**src/rtl/edge_pulse_pkg.sv**
```systemverilog
package edge_pulse_pkg;
  typedef enum logic [1:0] {
    PULSE_NONE = 2'd0,
    PULSE_SET  = 2'd1,
    PULSE_CLR  = 2'd2
  } pulse_e;

  function automatic pulse_e level_pulse(input logic lvl);
    return lvl ? PULSE_SET : PULSE_CLR;
  endfunction
endpackage

```
**src/rtl/ept_sync.sv**
```systemverilog
module ept_sync #(
  parameter int STAGES = 2
) (
  input  logic clk,
  input  logic rst_n,
  input  logic d_i,
  output logic q_o
);
  logic [STAGES-1:0] chain_q;

  generate
    if (STAGES == 1) begin : g_single
      always_ff @(posedge clk or negedge rst_n) begin
        if (!rst_n) chain_q <= '0;
        else        chain_q <= d_i;
      end
    end else begin : g_multi
      always_ff @(posedge clk or negedge rst_n) begin
        if (!rst_n) chain_q <= '0;
        else        chain_q <= {chain_q[STAGES-2:0], d_i};
      end
    end
  endgenerate

  assign q_o = chain_q[STAGES-1];
endmodule

```
**src/rtl/ept_glitch_filter.sv**
```systemverilog
module ept_glitch_filter #(
  parameter int HOLD = 4
) (
  input  logic clk,
  input  logic rst_n,
  input  logic raw_i,
  output logic level_o,
  output logic accept_o
);
  localparam int CW = (HOLD > 1) ? $clog2(HOLD) : 1;

  logic [CW-1:0] run_q;
  logic          level_q;
  logic          differ;

  assign differ   = (raw_i != level_q);
  assign accept_o = differ && (run_q == CW'(HOLD - 1));
  assign level_o  = level_q;

  always_ff @(posedge clk or negedge rst_n) begin
    if (!rst_n) begin
      run_q   <= '0;
      level_q <= 1'b0;
    end else if (!differ) begin
      run_q <= '0;
    end else if (accept_o) begin
      level_q <= raw_i;
      run_q   <= '0;
    end else begin
      run_q <= run_q + 1'b1;
    end
  end
endmodule

```
**src/rtl/ept_refresh_timer.sv**
```systemverilog
module ept_refresh_timer #(
  parameter int IDLE   = 100,
  parameter int PERIOD = 85
) (
  input  logic clk,
  input  logic rst_n,
  input  logic kick_i,
  output logic tick_o
);
  localparam int LIMIT = (IDLE > PERIOD) ? IDLE : PERIOD;
  localparam int CW    = $clog2(LIMIT + 1);

  logic [CW-1:0] cnt_q;
  logic          periodic_q;
  logic [CW-1:0] last;

  assign last   = periodic_q ? CW'(PERIOD - 1) : CW'(IDLE - 1);
  assign tick_o = !kick_i && (cnt_q == last);

  always_ff @(posedge clk or negedge rst_n) begin
    if (!rst_n) begin
      cnt_q      <= '0;
      periodic_q <= 1'b0;
    end else if (kick_i) begin
      cnt_q      <= '0;
      periodic_q <= 1'b0;
    end else if (tick_o) begin
      cnt_q      <= '0;
      periodic_q <= 1'b1;
    end else begin
      cnt_q <= cnt_q + 1'b1;
    end
  end
endmodule

```
**src/rtl/edge_pulse_tx.sv**
```systemverilog
module edge_pulse_tx
  import edge_pulse_pkg::*;
#(
  parameter int SYNC_STAGES    = 2,
  parameter int GLITCH_CYCLES  = 4,
  parameter int IDLE_CYCLES    = 100,
  parameter int REFRESH_CYCLES = 85
) (
  input  logic clk,
  input  logic rst_n,
  input  logic din_i,
  output logic set_o,
  output logic rst_o
);
  logic   sync_q;
  logic   level_q;
  logic   accept;
  logic   tick;
  logic   boot_q;
  pulse_e next_pulse;

  ept_sync #(.STAGES(SYNC_STAGES)) u_sync (
    .clk(clk), .rst_n(rst_n), .d_i(din_i), .q_o(sync_q)
  );

  ept_glitch_filter #(.HOLD(GLITCH_CYCLES)) u_filt (
    .clk(clk), .rst_n(rst_n), .raw_i(sync_q),
    .level_o(level_q), .accept_o(accept)
  );

  ept_refresh_timer #(.IDLE(IDLE_CYCLES), .PERIOD(REFRESH_CYCLES)) u_timer (
    .clk(clk), .rst_n(rst_n), .kick_i(accept | boot_q), .tick_o(tick)
  );

  // An accepted edge outranks the start pulse and any due refresh.
  always_comb begin
    if (accept)              next_pulse = level_pulse(sync_q);
    else if (boot_q || tick) next_pulse = level_pulse(level_q);
    else                     next_pulse = PULSE_NONE;
  end

  always_ff @(posedge clk or negedge rst_n) begin
    if (!rst_n) begin
      boot_q <= 1'b1;
      set_o  <= 1'b0;
      rst_o  <= 1'b0;
    end else begin
      boot_q <= 1'b0;
      set_o  <= (next_pulse == PULSE_SET);
      rst_o  <= (next_pulse == PULSE_CLR);
    end
  end
endmodule

```
**config.mk**
```make
export PLATFORM = sky130hd
export DESIGN_NAME = edge_pulse_tx
export DESIGN_NICKNAME = d
export VERILOG_FILES = /design/src/rtl/edge_pulse_pkg.sv /design/src/rtl/ept_sync.sv /design/src/rtl/ept_glitch_filter.sv /design/src/rtl/ept_refresh_timer.sv /design/src/rtl/edge_pulse_tx.sv
export SDC_FILE = /design/constraint.sdc
export NUM_CORES = 1
export LEC_CHECK = 0
export BUFFER_PORTS_ARGS = -buffer_cell sky130_fd_sc_hd__buf_2
export CORE_AREA = 5 5 42 44
export CTS_BUF_LIST = sky130_fd_sc_hd__clkbuf_4 sky130_fd_sc_hd__clkbuf_8
export DETAILED_ROUTE_END_ITERATION = 8
export DIE_AREA = 0 0 47 49
export GPL_ROUTABILITY_DRIVEN = 0
export PLACE_DENSITY = 0.7
export SLEW_MARGIN = 25
export SYNTH_ARGS = -nofsm -noshare
export SYNTH_HDL_FRONTEND = slang
export SYNTH_SLANG_ARGS = --single-unit
```
**constraint.sdc**
```tcl
create_clock -name clk -period 1.7 [get_ports clk]
set_input_delay 0.085 -clock clk [delete_from_list [all_inputs] [get_ports clk]]
set_output_delay 0.085 -clock clk [all_outputs]
set_load 0.1 [all_outputs]
```
==> results of run 1 <==
## cells by family (layout without fill, tap and decap cells)
| group | Yosys count | after routing |
|---|---|---|
| xor gates and xnor gates | 6 | 6 |
| adders and majority gates | 2 | 2 |
| other | 1 | 1 |
| DFF | 16 | 16 |
| muxes | 1 | 1 |
| buffers and inverters | 3 | 13 |
| AOI/OAI and AO/OA | 5 | 5 |
| and+or+nand+nor | 21 | 21 |
## stage by stage
stage | total power [W] | hold slack [ns] | worst slack (ns) | instances | utilization [%]
final | 0.00101 | 0.240 | 0.320 | 81 | 53.8
after detailed placement | 0.000807 | 0.00730 | 0.331 | 75 | 50.2
after CTS | 0.00103 | 0.223 | 0.302 | 81 | 53.8
after floorplan | 0.000743 | -0.211 | 0.432 | 55 | -
after global placement | 0.000797 | 0.00682 | 0.354 | 75 | 50.2
after global routing | 0.00109 | 0.276 | 0.240 | 81 | 53.8
## worst max-delay path, stage by stage, from the launching register on
cell and delay [ns]:
dfrtp_1 0.44, and4b_1 0.28, o2111ai_2 0.16, o21ai_4 0.27
and2_1 0.16
## path summary, 6_finish.rpt
check	end	start	slack, ns	cells past startpoint
hold reg to reg	u_sync.chain_q[1]	u_sync.chain_q[0]	0.35	0
max in group asynchronous	boot_q	rst_n	1.16	2
min in group clk	u_sync.chain_q[1]	u_sync.chain_q[0]	0.35	0
setup / recovery	set_o	u_timer.cnt_q[2]	0.32	4
hold / removal	u_timer.cnt_q[4]	rst_n	0.24	2
setup reg to reg	set_o	u_timer.cnt_q[2]	0.32	4
## layout make-up
type	count	area (sq um)
fillers	133	648
flip-flops and latches	16	402
multi-input cells	36	250
repair buffers	6	40.0
clock buffers	4	30.0
well taps	16	20.0
inverters	3	11.3
## sequential cells by signal (all words and copies together) (netlist names)
name	cells
u_timer.cnt_q	7
boot_q	1
set_o	1
u_timer.periodic_q	1
u_filt.level_o	1
rst_o	1
u_sync.chain_q	2
u_filt.run_q	2
## cells in the final DEF, fill, tap and decap left out, types with 2 or more instances in the layout
cell | Yosys | routed
ha_1 | 2 | 2
nor2_1 | 11 | 11
xnor2_1 | 3 | 3
clkbuf_4 | 0 | 4
and2_1 | 2 | 2
nand3_1 | 3 | 3
dfrtp_1 | 15 | 15
dlygate4sd3_1 | 0 | 2
buf_2 | 0 | 4
xor2_1 | 3 | 3
inv_1 | 3 | 3
## routing by layer
metal  part of all wire, %  vias up  global-route usage [%]
met5                     0        -                       0
met4                   2.8        0                    6.91
met3                   4.2        3                    3.32
met2                    48        7                    17.6
met1                    45      193                    13.4
li1                      -      199                       -
## power groups by stage
stage          registers [W]  clock network, W  logic (W)
2_1_floorplan       0.000638                 0   0.000105
3_3_place_gp        0.000493                 0   0.000304
3_5_place_dp        0.000499                 0   0.000308
4_1_cts             0.000491          0.000228   0.000312
5_1_grt             0.000502          0.000248   0.000338
6_report            0.000490          0.000215   0.000309
==> run_results.csv, run 1 <==
group,metric,value,unit
power_and_ir_drop,share_comb_of_total_power,30.5,%
logic_synthesis,synth_edf_count,0,
logic_synthesis,multiplexer_fraction_of_the_synthesized_cell_area,1.70,%
die,std_cell_rows,14,
drt,detailedRoute.firstPassIterationCount,2,
flow_run,max-cap-violations,0,
cts,htree_levels,1,
grt,grt_first_pass_wirelength,1.86,mm
logic_synthesis,synth-adder-area-share,3.77,%
logic_synthesis,postSynthRegisterBits,16,
status,status,"completed",
cts,cts_repair_resize_count,0,
timing,setup_total_negative_slack,0,ns
logic_synthesis,synth.area.top_cells,"dfrtp_1 57%, nor2_1 6.2%, dfstp_2 4.0%",
cts,cts_tree,"done",
logic_synthesis,async_set_reset_flop_share_out_of_synthesis,100,%
die,placeableCoreArea,1400,sq um
timing,report.final.setup_viol,0,
timing,slew_viol_final,0,
power_and_ir_drop,total_leakage_power,0.348,nW
logic_synthesis,synthMostInstantiatedCell,"dfrtp_1",
logic_synthesis,ys_warn_count,0,
drt,drt_drc_violations_left,0,
die,die-height,49,um
critical_path,path_class,"reg2reg",
cts,post_cts.repair.setup_buffers,0,
grt,largest_net_degree_at_the_start_of_global_routing,17,
power_and_ir_drop,irDropWorstVdd,0.768,mV
die,start_util,47.3,%
logic_synthesis,share_of_yosys_cell_area_claimed_by_the_top_area_cell_type,56.6,%
place,detailed_place.area,703,sq um
power_and_ir_drop,cell_internal_pwr,0.000637,W
critical_path,critPathMaxFanout,8,
timing,fmax,0.725,GHz
drt,ant_nets,0,
place,io_buffer_count,4,
final_layout,layout.cell_area.non_filler,753,sq um
drt,detailedRoute.firstIterationViolations,1,
timing,layout_min_cycle_time,1.38,ns
critical_path,critical_path_arrival,1.61,ns
grt,antenna_violations_before_repair,0,
drt,vias_per_instance,4.96,
logic_synthesis,synthCells,55,
place,detailedPlacementHpwl,702,um
die,floorplan.io_pins,5,
logic_synthesis,synth-seq-area-share,60.6,%
final_layout,final_layout_size_suffix_gt1_share,18.5,%
drt,routed-via-count,402,
worst_hold_path,hold_path_class,"in2async",
power_and_ir_drop,seq_power_share,48.3,%
cts,tritoncts_num_sinks,16,
cts,worst_skew_pair.late_latency,0.28,ns
critical_path,worst_setup_path_start_kind,"flop",
power_and_ir_drop,net-switching-power,0.000376,W
power_and_ir_drop,clkPwrFrac,21.2,%
logic_synthesis,synthDominantAreaCellType,"dfrtp_1",
logic_synthesis,post_synth_most_frequent_cells,"15 x dfrtp_1, 11 x nor2_1",
cts,cts-root-buf,"clkbuf_4",
drt,detail_route.wl_per_cell,11.9,um
timing,grt_setup_unrepaired,"no",
critical_path,critical_path.endpoint_type,"flop",
grt,grt_remaining_overflow,0,
logic_synthesis,synth_xor_xnor_area_share,7.92,%
cts,cts_inserted_buffers,3,
cts,max_clock_buf_depth,2,
cts,cts.hold.buffers_added,2,
timing,final_min_period_over_clock_period,81.2,%
logic_synthesis,mappedNetlistArea,663,sq um
power_and_ir_drop,power-per-cell-area,1350,nW/um^2
logic_synthesis,main_synth_ff_type,"dfrtp_1",
logic_synthesis,yosysUniqueCellTypes,21,
final_layout,area.growth.synth_to_final,13.6,%
grt,globalRouteTotalUtil,11.4,%
logic_synthesis,synth.net_count,60,
cts,path_clk_slew,0.08,ns
final_layout,num_antenna_cells,0,
die,chipWidth,47,um
logic_synthesis,area_share_of_and_or_nand_nor_cells_after_synthesis,16.0,%
power_and_ir_drop,sw_frac_of_total,37.1,%
critical_path,worst_ep_required_time,1.93,ns
die,fp.dieArea,2300,sq um
timing,finClkSkew,0.00441,ns
logic_synthesis,postSynthAreaPerCell,12.1,sq um
timing,hold_violations,0,
logic_synthesis,synth_compound_area_share,7.74,%
grt,number_of_global_route_vias_before_repair,454,
logic_synthesis,synth_top_family_by_area,"simple AND/OR/NAND/NOR gates",
drt,drt-total-wl,960,um
final_layout,final_net_count,71,
Note: power is estimated with default switching activity, not from simulation.
==> run 2: changes to the inputs <==
- ABC_AREA: not set -> 1
- CORE_AREA: 5 5 42 44 -> not set
- CORE_MARGIN: not set -> 5
- CORE_UTILIZATION: not set -> 54
- DIE_AREA: 0 0 47 49 -> not set
- PLACE_DENSITY: 0.7 -> 0.77
- clock period: 1.7 -> 1.14 ns (I/O delays scaled with it)
==> run 2 against run 1 <==
First-iteration DRC count rose to 10 times the previous value. Power is 60% higher. Cell count rose by 35%. Combinational power grew 76%. Sequential power up 47%. Clock skew rose by 0.0043 ns. Global-route usage is 1.9 points higher. Fmax is 23% higher. Synthesized cell count rose by 40%. Critical path depth is 2 higher. Wire length up 25%. Worst setup slack worse by 0.30 ns. Critical path type unchanged. Critical endpoint is now u_timer.cnt_q[2]. Largest power group unchanged.
==> run_results.csv, run 2 <==
group,metric,value,unit
power_and_ir_drop,total_leakage_power,0.451,nW
final_layout,area.growth.synth_to_final,26.9,%
logic_synthesis,main_synth_ff_type,"dfrtp_1",
final_layout,final_layout_size_suffix_gt1_share,41.5,%
die,std_cell_rows,13,
timing,finClkSkew,0.00871,ns
drt,detailedRoute.firstIterationViolations,10,
critical_path,path_class,"reg2reg",
final_layout,final_common_cell,"nand2_1",
critical_path,worst_ep_required_time,1.30,ns
die,placeableCoreArea,1280,sq um
timing,final_hold_slack,0.206,ns
critical_path,critical_path.cell_chain,"nand2_1 > inv_1 > nor2_2 > nand3_4 > nand2_8 > nor2_2",
cts,path_clk_slew,0.10,ns
drt,drt_drc_violations_left,0,
logic_synthesis,share_of_yosys_cell_area_claimed_by_the_top_area_cell_type,51.4,%
status,status,"completed",
drt,detailedRoute.firstPassIterationCount,4,
cts,worst_skew_pair.late_latency,0.28,ns
drt,drt-total-wl,1.20,mm
cts,tritoncts_num_sinks,16,
logic_synthesis,synth-seq-area-share,55.0,%
final_layout,largest_register,"u_timer.cnt_q",
logic_synthesis,synthMostInstantiatedCell,"nand2_1",
timing,final_min_period_over_clock_period,98.6,%
timing,fmax,0.890,GHz
logic_synthesis,synth_compound_area_share,2.74,%
logic_synthesis,ys_warn_count,0,
logic_synthesis,post_synth_most_frequent_cells,"17 x nand2_1, 15 x dfrtp_1, 13 x inv_1",
grt,grt_remaining_overflow,0,
drt,ant_nets,0,
critical_path,path_common_cell,"nor2_2",
grt,globalRouteTotalUtil,13.3,%
timing,report.final.setup_viol,0,
cts,htree_levels,1,
logic_synthesis,synthDominantAreaCellType,"dfrtp_1",
logic_synthesis,multiplexer_fraction_of_the_synthesized_cell_area,0,%
place,io_buffer_count,4,
logic_synthesis,yosysUniqueCellTypes,19,
drt,routed-via-count,527,
logic_synthesis,postSynthRegisterBits,16,
die,die-height,46.8,um
final_layout,num_antenna_cells,0,
grt,largest_net_degree_at_the_start_of_global_routing,17,
timing,grt_setup_unrepaired,"yes",
critical_path,critical_path.slowest_cell,"dfrtp_1",
die,fp.dieArea,2190,sq um
drt,vias_per_instance,4.83,
final_layout,multiInputGateArea,325,sq um
logic_synthesis,mappedNetlistArea,731,sq um
logic_synthesis,synth_edf_count,0,
final_layout,sequential_cell_area,403,sq um
cts,cts_inserted_buffers,3,
cts,max_clock_buf_depth,2,
logic_synthesis,synthCells,77,
flow_run,max-cap-violations,0,
final_layout,final_net_count,100,
power_and_ir_drop,power-per-cell-area,1750,nW/um^2
logic_synthesis,synth_top_family_by_area,"simple AND/OR/NAND/NOR gates",
critical_path,worst_setup_path_start_kind,"flop",
grt,number_of_global_route_vias_before_repair,496,
logic_synthesis,synth.area.top_cells,"dfrtp_1 51%, nand2_1 8.7%, nor2_2 7.7%",
logic_synthesis,synth-adder-area-share,3.42,%
die,chipWidth,46.8,um
place,detailedPlacementHpwl,827,um
logic_synthesis,synth.net_count,82,
logic_synthesis,area_share_of_and_or_nand_nor_cells_after_synthesis,28.1,%
logic_synthesis,async_set_reset_flop_share_out_of_synthesis,100,%
critical_path,critPathMaxStageDelay,0.41,ns
final_layout,final_cell_mix,"16 x nand2_1, 14 x dfrtp_1, 11 x inv_1, 8 x nor2_2, 7 x buf_4",
logic_synthesis,postSynthAreaPerCell,9.49,sq um
timing,slew_viol_final,0,
cts,cts_tree,"done",
grt,antenna_violations_before_repair,0,
timing,layout_min_cycle_time,1.12,ns
final_layout,largest_register_ffs,7,
final_layout,final.fill_count,89,
critical_path,critical_path_arrival,1.29,ns
timing,hold_violations,0,
die,floorplan.io_pins,5,
logic_synthesis,synth_xor_xnor_area_share,3.60,%
die,start_util,56.9,%
grt,grt_first_pass_wirelength,2.01,mm
critical_path,critical_path.endpoint_type,"flop",
critical_path,critPathMaxFanout,6,
drt,detail_route.wl_per_cell,11.0,um
power_and_ir_drop,irDropWorstVdd,1.28,mV
worst_hold_path,hold_path_class,"in2async",
final_layout,biggest_registers_after_layout,"u_timer.cnt_q (7), u_filt.run_q (2), u_sync.chain_q (2)",
cts,cts-root-buf,"clkbuf_4",
timing,setup_total_negative_slack,0,ns
run 2: final cells by class:
cell class                 instances  area share, %
timing repair buffer              13           9.99
sequential                        16           43.5
inverter                          13           5.53
tap                               15           2.02
clock buffer                       4           3.91
multi-input combinational         48           35.1
run 2: worst max-delay path: cells and delay by family, from the launching register on:
| family | cells | cell delay [ns] |
|---|---|---|
| simple gates | 5 | 0.52 |
| flops | 1 | 0.41 |
| buf+inv | 1 | 0.07 |
run 2: timing repair:
item                       4_1_cts  5_1_grt
hold endpoints to repair        17        0
gates resized for setup          2       11
pin swaps                        0        1
buffers inserted                 1        5
hold buffers                     2        0
setup endpoints to repair        8       10
run 2: logic make-up after synthesis:
group,count (synthesis)
and+or+nand+nor,38
DFF,16
xor gates and xnor gates,3
adders and majority gates,2
AOI/OAI and AO/OA,4
buffers and inverters,13
other,1
run 2: worst paths after layout:
check / slack (ns) / endpoint / depth (start not counted) / startpoint
worst max-delay path: 0.02 / u_timer.cnt_q[2] / 6 / u_timer.cnt_q[4]
worst min-delay path: 0.21 / u_timer.periodic_q / 2 / rst_n
worst max register to register: 0.02 / u_timer.cnt_q[2] / 6 / u_timer.cnt_q[4]
worst min register to register: 0.36 / u_sync.chain_q[1] / 0 / u_sync.chain_q[0]
max in group asynchronous: 0.63 / boot_q / 2 / rst_n
min in group clk: 0.36 / u_sync.chain_q[1] / 0 / u_sync.chain_q[0]
run 2: per-layer routing:
layer	vias to the layer above	share of wire, %	GRT usage (%)
met5	-	0	0
met4	0	1.4	6.63
met3	2	3.9	2.30
met2	7	50	23.0
met1	254	44	15.8
li1	264	-	-
run 2: stage by stage:
stage          total power (W)  cells  cell area, sq um  setup WS, ns  util [%]
2_1_floorplan          0.00107     77               731        0.0592         -
3_3_place_gp           0.00114     97               777       0.00602      60.5
3_5_place_dp           0.00116     97               777       -0.0443      60.5
4_1_cts                0.00155    104               843       0.00814      65.6
5_1_grt                0.00171    109               927       -0.0309      72.2
6_report               0.00162    109               927        0.0158      72.2
run 2: power by group:
group | internal (W) | leakage [nW] | switching [W]
clock | 0.000194 | 0.0210 | 0.000167
combinational | 0.000173 | 0.224 | 0.000372
sequential | 0.000662 | 0.205 | 0.0000556
==> run 3: changes to the inputs <==
- CELL_PAD_IN_SITES_DETAIL_PLACEMENT: not set -> 0
- CELL_PAD_IN_SITES_GLOBAL_PLACEMENT: not set -> 1
- CORE_UTILIZATION: 54 -> 42
- clock period: 1.14 -> 0.9 ns (I/O delays scaled with it)
==> run 3 against run 2 <==
The flow now finishes with violations (setup timing). Global-route usage shrank 0.70 points. Non-clock buffer count increased by 9. Utilization is 6.2 points lower. Largest power group unchanged.
==> run_results.csv, run 3 (synthesis results as in run 2) <==
group,metric,value,unit
status,status,"finished, violations left",
status,violations,"setup timing",
final_layout,final_cell_mix,"14 x buf_4, 12 x dfrtp_1, 11 x nand2_1, 10 x nor2_2, 10 x inv_1",
final_layout,final_common_cell,"buf_4",
die,start_util,43.3,%
die,fp.dieArea,2670,sq um
grt,largest_net_degree_at_the_start_of_global_routing,17,
grt,number_of_global_route_vias_before_repair,607,
critical_path,critical_path.endpoint_type,"flop",
final_layout,final.fill_count,132,
critical_path,worst_setup_path_start_kind,"flop",
cts,tritoncts_num_sinks,16,
power_and_ir_drop,power-per-cell-area,2130,nW/um^2
power_and_ir_drop,cell_internal_pwr,0.00151,W
grt,grt_remaining_overflow,0,
timing,layout_min_cycle_time,1.12,ns
critical_path,worst_ep_required_time,1.08,ns
drt,routed-via-count,566,
drt,drt_drc_violations_left,0,
die,chipWidth,51.7,um
cts,worst_skew_pair.late_latency,0.28,ns
grt,grt_first_pass_wirelength,2.48,mm
die,placeableCoreArea,1690,sq um
timing,final_hold_slack,0.195,ns
timing,finClkSkew,0.00250,ns
final_layout,area.growth.synth_to_final,52.4,%
flow_run,max-cap-violations,0,
drt,vias_per_instance,4.72,
timing,fmax,0.896,GHz
cts,cts-root-buf,"clkbuf_4",
power_and_ir_drop,clkPwrFrac,19.5,%
drt,detailedRoute.firstPassIterationCount,2,
power_and_ir_drop,irDropWorstVdd,1.98,mV
timing,final_worst_slack,-0.217,ns
drt,detail_route.wl_per_cell,10.9,um
drt,drt-total-wl,1.30,mm
timing,hold_violations,0,
worst_hold_path,hold_path_class,"in2async",
final_layout,final_net_count,109,
final_layout,final_layout_size_suffix_gt1_share,63.1,%
grt,globalRouteTotalUtil,12.6,%
final_layout,finish.utilization,65.9,%
drt,ant_nets,0,
power_and_ir_drop,seq_power_share,40.3,%
timing,slew_viol_final,0,
timing,setup_total_negative_slack,-1.93,ns
critical_path,path_class,"reg2reg",
critical_path,critical_path_arrival,1.30,ns
power_and_ir_drop,share_comb_of_total_power,40.2,%
place,detailedPlacementHpwl,965,um
timing,final_min_period_over_clock_period,124,%
final_layout,num_antenna_cells,0,
cts,max_clock_buf_depth,2,
power_and_ir_drop,sw_frac_of_total,36.3,%
die,die-height,51.7,um
cts,path_clk_slew,0.09,ns
final_layout,largest_register,"u_timer.cnt_q",
cts,cts_tree,"done",
final_layout,largest_register_ffs,7,
power_and_ir_drop,net-switching-power,0.000860,W
die,std_cell_rows,15,
timing,grt_setup_unrepaired,"yes",
timing,report.final.setup_viol,14,
place,io_buffer_count,4,
power_and_ir_drop,total_leakage_power,0.512,nW
cts,htree_levels,1,
critical_path,timing.reg2reg.setup_slack,-0.22,ns
die,floorplan.io_pins,5,
critical_path,critPathMaxFanout,4,
cts,cts_inserted_buffers,3,
drt,detailedRoute.firstIterationViolations,3,
final_layout,biggest_registers_after_layout,"u_timer.cnt_q (7), u_filt.run_q (2), u_sync.chain_q (2)",
grt,antenna_violations_before_repair,0,
run 3: power groups by stage:
stage | combinational (W) | clock [W] | sequential, W
2_1_floorplan | 0.000288 | 0 | 0.00115
3_3_place_gp | 0.000769 | 0 | 0.000954
3_5_place_dp | 0.000796 | 0 | 0.000954
4_1_cts | 0.000849 | 0.000482 | 0.000948
5_1_grt | 0.00104 | 0.000512 | 0.000969
6_report | 0.000953 | 0.000462 | 0.000953
run 3: what timing repair did:
action,in CTS,in global routing
endpoints found under the hold margin,17,0
gates resized for setup,10,13
buffers inserted,1,2
hold buffers,2,0
setup endpoints to repair,13,15
pin swaps,6,7
run 3: cell type report:
| cell class | instances | area (sq um) | share of cell area [%] |
|---|---|---|---|
| clock buffers | 4 | 36.3 | 3.26 |
| inverters | 13 | 51.3 | 4.61 |
| multi-input cells | 48 | 402 | 36.1 |
| flip-flops and latches | 16 | 405 | 36.4 |
| well taps | 17 | 21.3 | 1.91 |
| repair buffers | 22 | 198 | 17.8 |
run 3: path summary, 6_finish.rpt:
kind | cells past startpoint | endpoint | startpoint
worst min-delay path | 2 | u_timer.periodic_q | rst_n
min in group clk | 0 | u_sync.chain_q[1] | u_sync.chain_q[0]
worst max-delay path | 5 | u_timer.cnt_q[6] | u_timer.cnt_q[0]
max in group asynchronous | 2 | boot_q | rst_n
worst min register to register | 0 | u_sync.chain_q[1] | u_sync.chain_q[0]
worst max register to register | 5 | u_timer.cnt_q[6] | u_timer.cnt_q[0]
run 3: through the flow:
step                      setup WS (ns)  total power [W]  area (sq um)  instances
after global placement           -0.217          0.00172           945        111
after floorplan                  -0.159          0.00144           776         77
after detailed placement         -0.226          0.00175           945        111
after global routing             -0.292          0.00252          1110        120
after CTS                        -0.225          0.00228          1040        118
final                            -0.217          0.00237          1110        120
run 3: worst max-delay path, cell delays in order (launching register included):
cell	delay, ns
dfrtp_1	0.43
ha_2	0.24
nand3_4	0.08
nor2_4	0.10
xnor2_2	0.12
nor2_2	0.04
run 3: per-layer routing:
metal	vias up	wire, um	global-route usage (%)
li1	284	-	-
met1	273	594	14.4
met2	7	661	22.7
met3	2	35	1.72
met4	0	12	6.55
met5	-	0	0
